[src/rtl/capsel_pkg.sv]
package capsel_pkg;
    localparam int SMP_W  = 18;
    localparam int GRP_CH = 4;
    localparam int ENTRY_W = GRP_CH * SMP_W + 1;

    typedef enum logic [1:0] {
        RUN_FULL  = 2'd0,
        RUN_GROUP = 2'd1,
        RUN_DEMOD = 2'd2
    } run_mode_e;

    typedef struct packed {
        logic                      sw;
        logic [GRP_CH*SMP_W-1:0]   samples;
    } grp_entry_t;

    function automatic logic mode_code_ok(input logic [1:0] code);
        return code != 2'd3;
    endfunction
endpackage

[src/rtl/capsel_sdp_ram.sv]
module capsel_sdp_ram #(
    parameter int W     = 8,
    parameter int DEPTH = 4,
    localparam int AW   = (DEPTH > 1) ? $clog2(DEPTH) : 1
) (
    input  logic          clk,
    input  logic          we,
    input  logic [AW-1:0] waddr,
    input  logic [W-1:0]  wdata,
    input  logic [AW-1:0] raddr,
    output logic [W-1:0]  rdata
);
    logic [W-1:0] mem [DEPTH];

    always_ff @(posedge clk) begin
        if (we) mem[waddr] <= wdata;
        rdata <= mem[raddr];
    end
endmodule

[src/rtl/capsel_mode_ctrl.sv]
module capsel_mode_ctrl
    import capsel_pkg::*;
#(
    parameter int GRP_W = 1
) (
    input  logic             clk,
    input  logic             rst,
    input  logic             cfg_we,
    input  logic [1:0]       cfg_mode,
    input  logic [GRP_W-1:0] cfg_group,
    input  logic             frame_tick,
    output run_mode_e        act_mode,
    output logic [GRP_W-1:0] act_group,
    output logic             restart
);
    run_mode_e        pend_mode, nxt_mode;
    logic [GRP_W-1:0] pend_group, nxt_group;

    always_comb begin
        nxt_mode  = pend_mode;
        nxt_group = pend_group;
        if (cfg_we && mode_code_ok(cfg_mode)) begin
            nxt_mode  = run_mode_e'(cfg_mode);
            nxt_group = cfg_group;
        end
        restart = frame_tick && ((nxt_mode != act_mode) || (nxt_group != act_group));
    end

    always_ff @(posedge clk) begin
        if (rst) begin
            pend_mode  <= RUN_DEMOD;
            pend_group <= '0;
            act_mode   <= RUN_DEMOD;
            act_group  <= '0;
        end else begin
            pend_mode  <= nxt_mode;
            pend_group <= nxt_group;
            if (frame_tick) begin
                act_mode  <= nxt_mode;
                act_group <= nxt_group;
            end
        end
    end

    AST_MODE_AT_FRAME: assert property (@(posedge clk) disable iff (rst)
        !frame_tick |=> ($stable(act_mode) && $stable(act_group)));

    AST_NO_BAD_CODE: assert property (@(posedge clk) disable iff (rst)
        act_mode != 2'd3);
endmodule

[src/rtl/capsel_full_capture.sv]
module capsel_full_capture #(
    parameter int W     = 144,
    parameter int DEPTH = 8,
    localparam int AW   = (DEPTH > 1) ? $clog2(DEPTH) : 1
) (
    input  logic          clk,
    input  logic          rst,
    input  logic          restart,
    input  logic          mode_full,
    input  logic          arm,
    input  logic          smp_valid,
    input  logic [W-1:0]  smp_data,
    input  logic [AW-1:0] rd_addr,
    output logic [W-1:0]  rd_data,
    output logic          done,
    output logic          wr_en
);
    logic          armed;
    logic [AW-1:0] ptr;
    logic          arm_ok;

    assign arm_ok = arm && mode_full;
    assign wr_en  = armed && mode_full && smp_valid;

    always_ff @(posedge clk) begin
        if (rst) begin
            armed <= 1'b0;
            done  <= 1'b0;
            ptr   <= '0;
        end else if (restart) begin
            armed <= 1'b0;
            done  <= 1'b0;
            ptr   <= '0;
        end else if (arm_ok) begin
            armed <= 1'b1;
            done  <= 1'b0;
            ptr   <= '0;
        end else if (wr_en) begin
            if (ptr == AW'(DEPTH - 1)) begin
                armed <= 1'b0;
                done  <= 1'b1;
                ptr   <= '0;
            end else begin
                ptr <= ptr + AW'(1);
            end
        end
    end

    capsel_sdp_ram #(.W(W), .DEPTH(DEPTH)) u_mem (
        .clk   (clk),
        .we    (wr_en),
        .waddr (ptr),
        .wdata (smp_data),
        .raddr (rd_addr),
        .rdata (rd_data)
    );

    AST_DONE_NO_WRITE: assert property (@(posedge clk) disable iff (rst)
        done |-> !wr_en);

    AST_DONE_HOLDS: assert property (@(posedge clk) disable iff (rst)
        (done && !arm_ok && !restart) |=> done);

    AST_ARM_NEEDS_MODE: assert property (@(posedge clk) disable iff (rst)
        (!mode_full && !armed) |=> !armed);
endmodule

[src/rtl/capsel_pingpong.sv]
module capsel_pingpong
    import capsel_pkg::*;
#(
    parameter int NUM_CH = 8,
    parameter int DEPTH  = 4,
    parameter int GRP_W  = 1,
    localparam int AW    = (DEPTH > 1) ? $clog2(DEPTH) : 1
) (
    input  logic                    clk,
    input  logic                    rst,
    input  logic                    restart,
    input  logic                    mode_grp,
    input  logic [GRP_W-1:0]        group,
    input  logic                    smp_valid,
    input  logic [NUM_CH*SMP_W-1:0] smp_data,
    input  logic                    switch_bit,
    input  logic [1:0]              clr_full,
    input  logic                    clr_ovf,
    input  logic                    rd_buf,
    input  logic [AW-1:0]           rd_addr,
    output logic [ENTRY_W-1:0]      rd_data,
    output logic [1:0]              full,
    output logic                    ovf,
    output logic                    wr_buf,
    output logic                    wr_en
);
    grp_entry_t          entry;
    logic [AW-1:0]       ptr;
    logic                accept, drop, last;
    logic [1:0]          full_n;
    logic                rd_sel_q;
    logic [ENTRY_W-1:0]  rdat [2];

    always_comb begin
        entry.sw = switch_bit;
        for (int k = 0; k < GRP_CH; k++) begin
            entry.samples[k*SMP_W +: SMP_W] =
                smp_data[(int'(group) * GRP_CH + k) * SMP_W +: SMP_W];
        end
    end

    assign accept = mode_grp && smp_valid;
    assign wr_en  = accept && !full[wr_buf];
    assign drop   = accept && full[wr_buf];
    assign last   = (ptr == AW'(DEPTH - 1));

    always_comb begin
        full_n = full & ~clr_full;
        if (wr_en && last) full_n[wr_buf] = 1'b1;
    end

    always_ff @(posedge clk) begin
        if (rst) begin
            ptr    <= '0;
            wr_buf <= 1'b0;
            full   <= 2'b00;
            ovf    <= 1'b0;
        end else begin
            if (drop)         ovf <= 1'b1;
            else if (clr_ovf) ovf <= 1'b0;
            if (restart) begin
                ptr    <= '0;
                wr_buf <= 1'b0;
                full   <= 2'b00;
            end else begin
                full <= full_n;
                if (wr_en) begin
                    if (last) begin
                        ptr    <= '0;
                        wr_buf <= ~wr_buf;
                    end else begin
                        ptr <= ptr + AW'(1);
                    end
                end
            end
        end
    end

    for (genvar b = 0; b < 2; b++) begin : g_buf
        capsel_sdp_ram #(.W(ENTRY_W), .DEPTH(DEPTH)) u_mem (
            .clk   (clk),
            .we    (wr_en && (wr_buf == 1'(b))),
            .waddr (ptr),
            .wdata (entry),
            .raddr (rd_addr),
            .rdata (rdat[b])
        );
    end

    always_ff @(posedge clk) rd_sel_q <= rd_buf;
    assign rd_data = rdat[rd_sel_q];

    AST_OVF_FROM_GROUP: assert property (@(posedge clk) disable iff (rst)
        $rose(ovf) |-> $past(mode_grp));

    AST_SWAP_ON_FILL: assert property (@(posedge clk) disable iff (rst)
        !$stable(wr_buf) |-> ($past(wr_en) || $past(restart)));

    AST_FULL_SETS_ON_WRITE: assert property (@(posedge clk) disable iff (rst)
        ($countones(full) > $countones($past(full))) |-> $past(wr_en));
endmodule

[src/rtl/raw_capture_selector.sv]
module raw_capture_selector
    import capsel_pkg::*;
#(
    parameter int NUM_CH     = 8,
    parameter int FULL_DEPTH = 8,
    parameter int RAW_DEPTH  = 4,
    localparam int NGRP  = NUM_CH / GRP_CH,
    localparam int GRP_W = (NGRP > 1) ? $clog2(NGRP) : 1,
    localparam int FAW   = (FULL_DEPTH > 1) ? $clog2(FULL_DEPTH) : 1,
    localparam int RAW_W = (RAW_DEPTH > 1) ? $clog2(RAW_DEPTH) : 1,
    localparam int WORD_W = NUM_CH * SMP_W
) (
    input  logic               clk,
    input  logic               rst,
    input  logic               smp_valid,
    input  logic [WORD_W-1:0]  smp_data,
    input  logic               switch_bit,
    input  logic               frame_tick,
    input  logic               cfg_we,
    input  logic [1:0]         cfg_mode,
    input  logic [GRP_W-1:0]   cfg_group,
    input  logic               arm,
    input  logic [1:0]         clr_full,
    input  logic               clr_ovf,
    input  logic [FAW-1:0]     full_rd_addr,
    input  logic               raw_rd_buf,
    input  logic [RAW_W-1:0]   raw_rd_addr,
    output logic [1:0]         run_mode,
    output logic [GRP_W-1:0]   cur_group,
    output logic               cap_done,
    output logic [1:0]         buf_full,
    output logic               overflow,
    output logic               fill_buf,
    output logic [WORD_W-1:0]  full_rd_data,
    output logic [ENTRY_W-1:0] raw_rd_data,
    output logic               demod_valid,
    output logic [WORD_W-1:0]  demod_data,
    output logic               demod_switch
);
    run_mode_e act_mode;
    logic      restart;
    logic      full_we, grp_we;

    capsel_mode_ctrl #(.GRP_W(GRP_W)) u_mode (
        .clk        (clk),
        .rst        (rst),
        .cfg_we     (cfg_we),
        .cfg_mode   (cfg_mode),
        .cfg_group  (cfg_group),
        .frame_tick (frame_tick),
        .act_mode   (act_mode),
        .act_group  (cur_group),
        .restart    (restart)
    );

    assign run_mode = act_mode;

    capsel_full_capture #(.W(WORD_W), .DEPTH(FULL_DEPTH)) u_full (
        .clk       (clk),
        .rst       (rst),
        .restart   (restart),
        .mode_full (act_mode == RUN_FULL),
        .arm       (arm),
        .smp_valid (smp_valid),
        .smp_data  (smp_data),
        .rd_addr   (full_rd_addr),
        .rd_data   (full_rd_data),
        .done      (cap_done),
        .wr_en     (full_we)
    );

    capsel_pingpong #(.NUM_CH(NUM_CH), .DEPTH(RAW_DEPTH), .GRP_W(GRP_W)) u_pp (
        .clk        (clk),
        .rst        (rst),
        .restart    (restart),
        .mode_grp   (act_mode == RUN_GROUP),
        .group      (cur_group),
        .smp_valid  (smp_valid),
        .smp_data   (smp_data),
        .switch_bit (switch_bit),
        .clr_full   (clr_full),
        .clr_ovf    (clr_ovf),
        .rd_buf     (raw_rd_buf),
        .rd_addr    (raw_rd_addr),
        .rd_data    (raw_rd_data),
        .full       (buf_full),
        .ovf        (overflow),
        .wr_buf     (fill_buf),
        .wr_en      (grp_we)
    );

    always_ff @(posedge clk) begin
        if (rst) begin
            demod_valid  <= 1'b0;
            demod_data   <= '0;
            demod_switch <= 1'b0;
        end else begin
            demod_valid  <= smp_valid && (act_mode == RUN_DEMOD);
            demod_data   <= smp_data;
            demod_switch <= switch_bit;
        end
    end

    AST_ONE_SINK: assert property (@(posedge clk) disable iff (rst)
        $onehot0({full_we, grp_we}));

    AST_DEMOD_NO_CAPTURE: assert property (@(posedge clk) disable iff (rst)
        demod_valid |-> (!$past(full_we) && !$past(grp_we)));
endmodule

[config.mk]
export PLATFORM = sky130hd
export DESIGN_NAME = raw_capture_selector
export DESIGN_NICKNAME = d
export VERILOG_FILES = /design/src/rtl/capsel_pkg.sv /design/src/rtl/capsel_sdp_ram.sv /design/src/rtl/capsel_mode_ctrl.sv /design/src/rtl/capsel_full_capture.sv /design/src/rtl/capsel_pingpong.sv /design/src/rtl/raw_capture_selector.sv
export SDC_FILE = /design/constraint.sdc
export NUM_CORES = 2
export LEC_CHECK = 0
export CAP_MARGIN = 25
export CORE_MARGIN = 5
export CORE_UTILIZATION = 47
export CTS_CLUSTER_SIZE = 14
export DETAILED_ROUTE_END_ITERATION = 6
export DONT_BUFFER_PORTS = 1
export PLACE_DENSITY = 0.61
export SLEW_MARGIN = 25
export SYNTH_ARGS = -nofsm -noshare
export SYNTH_HDL_FRONTEND = slang
export SYNTH_SLANG_ARGS = --single-unit
[constraint.sdc]
create_clock -name clk -period 24.4 [get_ports clk]
set_input_delay 4.88 -clock clk [delete_from_list [all_inputs] [get_ports clk]]
set_output_delay 4.88 -clock clk [all_outputs]
set_load 0.02 [all_outputs]
==> results.json <==
{
  "timing.final.ws_setup_ns": 16.63,
  "setup_violations": 0,
  "antenna_found_initial": 9,
  "yosys.cell_types.count": 35,
  "dominant_register_cell_in_the_synthesized_netlist": "sky130_fd_sc_hd__edfxtp_1",
  "setup_total_negative_slack_ns": 0,
  "via_count": 31827,
  "tritoncts": "yes",
  "post_route_cells_drive_above_1_share_pct": 31.1,
  "detail_route.first_pass.iterations": 5,
  "yosys.cell_count.top_type": "sky130_fd_sc_hd__edfxtp_1",
  "final_net_count": 3576,
  "vdd.ir_drop.worst_uv": 68.4,
  "r2r_start": "u_mode.act_mode[0]$_SDFFE_PP0P_",
  "timing.critical_path.arrival_ns": 8.20,
  "relative_slew_slack_pct": 8.83,
  "worst_hold_path_type": "flop to flop",
  "grt_overflow_total": 0,
  "grt_pass1_vias": 33257,
  "sink_count_of_the_clock_tree": 2190,
  "synth_enable_flop_cells": 1736,
  "cp.buffers_inverters": 3,
  "critPathCapture": "u_full.u_mem.mem[4][101]$_DFFE_PP_",
  "cts.hold.buffers_added": 0,
  "ant_nets": 0,
  "port-buffer-count": 0,
  "final_core_util_pct": 53.1,
  "p_leak_nw": 27.7,
  "timing.final.crit_share_pct": 31.9,
  "p_per_area_nw_per_um2": 88.7,
  "floorplan.die.height_um": 414,
  "detail_route.iter0.violations": 2745,
  "share_of_flip_flops_with_an_asynchronous_set_or_reset_pct": 0,
  "crit_cells": 6,
  "cts_resized": 0,
  "synth.top_cells.by_area": "sky130_fd_sc_hd__edfxtp_1, sky130_fd_sc_hd__mux4_2, sky130_fd_sc_hd__dfxtp_1, sky130_fd_sc_hd__mux2_2, sky130_fd_sc_hd__nor2b_1",
  "end_kind": "flop",
  "setup_repair_after_global_routing_missed_its_margin": "false",
  "outcome": "complete, no violations",
  "postSynthAreaPerCell_um2": 23.2,
  "synthesis.instances": 3304,
  "hpwl_dp_mm": 99.3,
  "stdcell_count": 5775,
  "grt_first_pass_wirelength_mm": 243,
  "initial_core_util_pct": 47.1,
  "synth_nets": 3473,
  "min_period_ns": 7.77,
  "synthesis.yosys.warnings": 0,
  "design.portCount": 534,
  "regToRegEndpoint": "u_full.u_mem.mem[4][101]$_DFFE_PP_",
  "ctsHtreeMaxLevel": 4,
  "post-route-drc-count": 0,
  "die_w_um": 414,
  "post_synth_most_frequent_cells": "sky130_fd_sc_hd__edfxtp_1, sky130_fd_sc_hd__dfxtp_1, sky130_fd_sc_hd__mux4_2, sky130_fd_sc_hd__mux2_2, sky130_fd_sc_hd__nor2b_1",
  "synth_seq_cells": 2190,
  "worst-path-max-fanout": 53,
  "area_delta_synth_final_pct": 12.5,
  "clockBufferDepth": 3,
  "dp_slack_ns": 15.68,
  "worst_path_largest_cell_delay_ns": 0.79,
  "routed_via_density": 5.51,
  "clock_buffers_created_by_tritoncts": 214,
  "final.setup_skew_ns": 0.0611,
  "drt-total-wl_mm": 170,
  "path_cells": "and3_1, nand2b_1, nor2_4, buf_4, buf_4, buf_4",
  "post-synth-top-area-cell": "sky130_fd_sc_hd__edfxtp_1",
  "fin_worst_hold_slack_ns": 0.518,
  "worst_max_slew_pin_slew_ns": 1.37,
  "globalRouteTotalUtil_pct": 19.9,
  "cp_data_required_time_ns": 24.83,
  "mapped_cell_area_um2": 76600,
  "cap_viol_max_count": 0,
  "ctsRootBufferMaster": "sky130_fd_sc_hd__clkbuf_16",
  "grt_start_max_net_pins": 289,
  "floorplan.die_area_um2": 171000,
  "seq_area_frac_synth_pct": 80.0,
  "report.final.slew_viol_count": 0,
  "ff2ff_path_depth": 7,
  "timing.reg2reg.setup_slack_ns": 19.89,
  "startpoint": "smp_valid",
  "gp_routability_congestion": 0.703,
  "critical_path.most_common_cell": "sky130_fd_sc_hd__buf_4",
  "core_area_um2": 162000,
  "crit_type": "primary input to flop",
  "rows": 148,
  "final_hold_viol_count": 0,
  "critPathLaunchType": "primary input",
  "post-cts-setup-buffer-count": 0,
  "clk_latency_ns": 0.86,
  "fmax_mhz": 129,
  "dp.cells": 5366,
  "synthDominantCellAreaShare_pct": 68.1,
  "route.detailed.wl_per_inst_um": 29.5,
  "worst_setup_hold_path_clk_slew_ns": 0.06,
  "crit_slowest_cell": "sky130_fd_sc_hd__buf_4",
  "category_of_cells_accounting_for_the_largest_share_of_critical_path_delay": "buffers and inverters",
  "min-delay-start": "u_pp.g_buf[1].u_mem.mem[3][30]$_DFFE_PP_"
}
-- cells by family (layout without fill, tap and decap cells) --
group,Yosys count,count (layout),share of synthesized area [%]
other,0,1,0
buffers and inverters,155,450,1.07
xor gates and xnor gates,1,1,0.0114
adders and majority gates,6,6,0.0981
and+or+nand+nor,205,205,1.60
DFF,2190,2190,80.0
muxes,729,729,17.1
AOI/OAI and AO/OA,18,18,0.165
-- state kept, by name, summed over array words and instances (netlist names), 2 cells and up --
name and flops:
u_full.u_mem.mem 1152, u_pp.g_buf.u_mem.mem 584, u_pp.g_buf.u_mem.rdata 146, demod_data 144
u_full.u_mem.rdata 144, u_full.ptr 3, u_mode.act_mode 2, u_mode.pend_mode 2
u_pp.full 2, u_pp.ptr 2
-- how the worst min path moves through the flow --
stage                                                        to  slack [ns]  depth (start not counted)
final                     u_pp.g_buf[1].u_mem.rdata[30]$_DFF_P_        0.52                          1
after global routing      u_pp.g_buf[1].u_mem.rdata[30]$_DFF_P_        0.53                          1
after CTS                 u_pp.g_buf[1].u_mem.rdata[30]$_DFF_P_        0.51                          1
after detailed placement               u_pp.ptr[0]$_SDFFE_PP0N_        0.51                          2
after global placement                 u_pp.ptr[0]$_SDFFE_PP0N_        0.50                          2
after floorplan                        u_pp.ptr[0]$_SDFFE_PP0N_        0.49                          2
-- power by group --
part | total (mW) | switching (mW) | internal [mW]
combinational | 0.199 | 0.0921 | 0.107
clock | 3.30 | 1.40 | 1.90
sequential | 4.15 | 0.0675 | 4.08
-- cell type report --
class	count	area, um2
fill	12467	76200
clock inverter	78	823
timing repair buffer	34	275
clock buffer	330	6480
inverter	8	30.0
multi-input combinational	959	14600
antenna	1	2.50
tap	2175	2720
sequential	2190	61200
-- metal layers --
layer / vias to the layer above / wire (um) / part of all wire, % / GRT usage (%)
li1: 13641 / - / - / -
met1: 17036 / 66000 / 39 / 25.2
met2: 940 / 89600 / 53 / 34.7
met3: 210 / 10400 / 6.1 / 4.51
met4: 0 / 4330 / 2.5 / 5.57
met5: - / 0 / 0 / 0
-- through the flow --
step	instance area [um2]	power [mW]
after detailed placement	78900	4.43
after floorplan	76600	4.40
after CTS	86200	7.73
final	86200	7.65
after global placement	78900	4.43
after global routing	86200	7.90
-- cell usage in the layout (no fill, tap or decap), drive strengths merged, types with 2 or more instances in the layout --
master  netlist  layout
a211oi        2       2
nand3b        2       2
dfxtp       454     454
mux2        289     289
edfxtp     1736    1736
o21bai        2       2
buf          80      34
and2          7       7
ha            6       6
clkbuf       67     330
bufinv        0       5
nand2         4       4
nor3          9       9
nor2b       148     148
nor3b         6       6
nand3         2       2
nor2         18      18
mux2i         6       6
clkinv        0      62
a21oi         8       8
nand2b        4       4
mux4        434     434
inv           8      18
No activity file was read; power rests on OpenSTA's default activity.
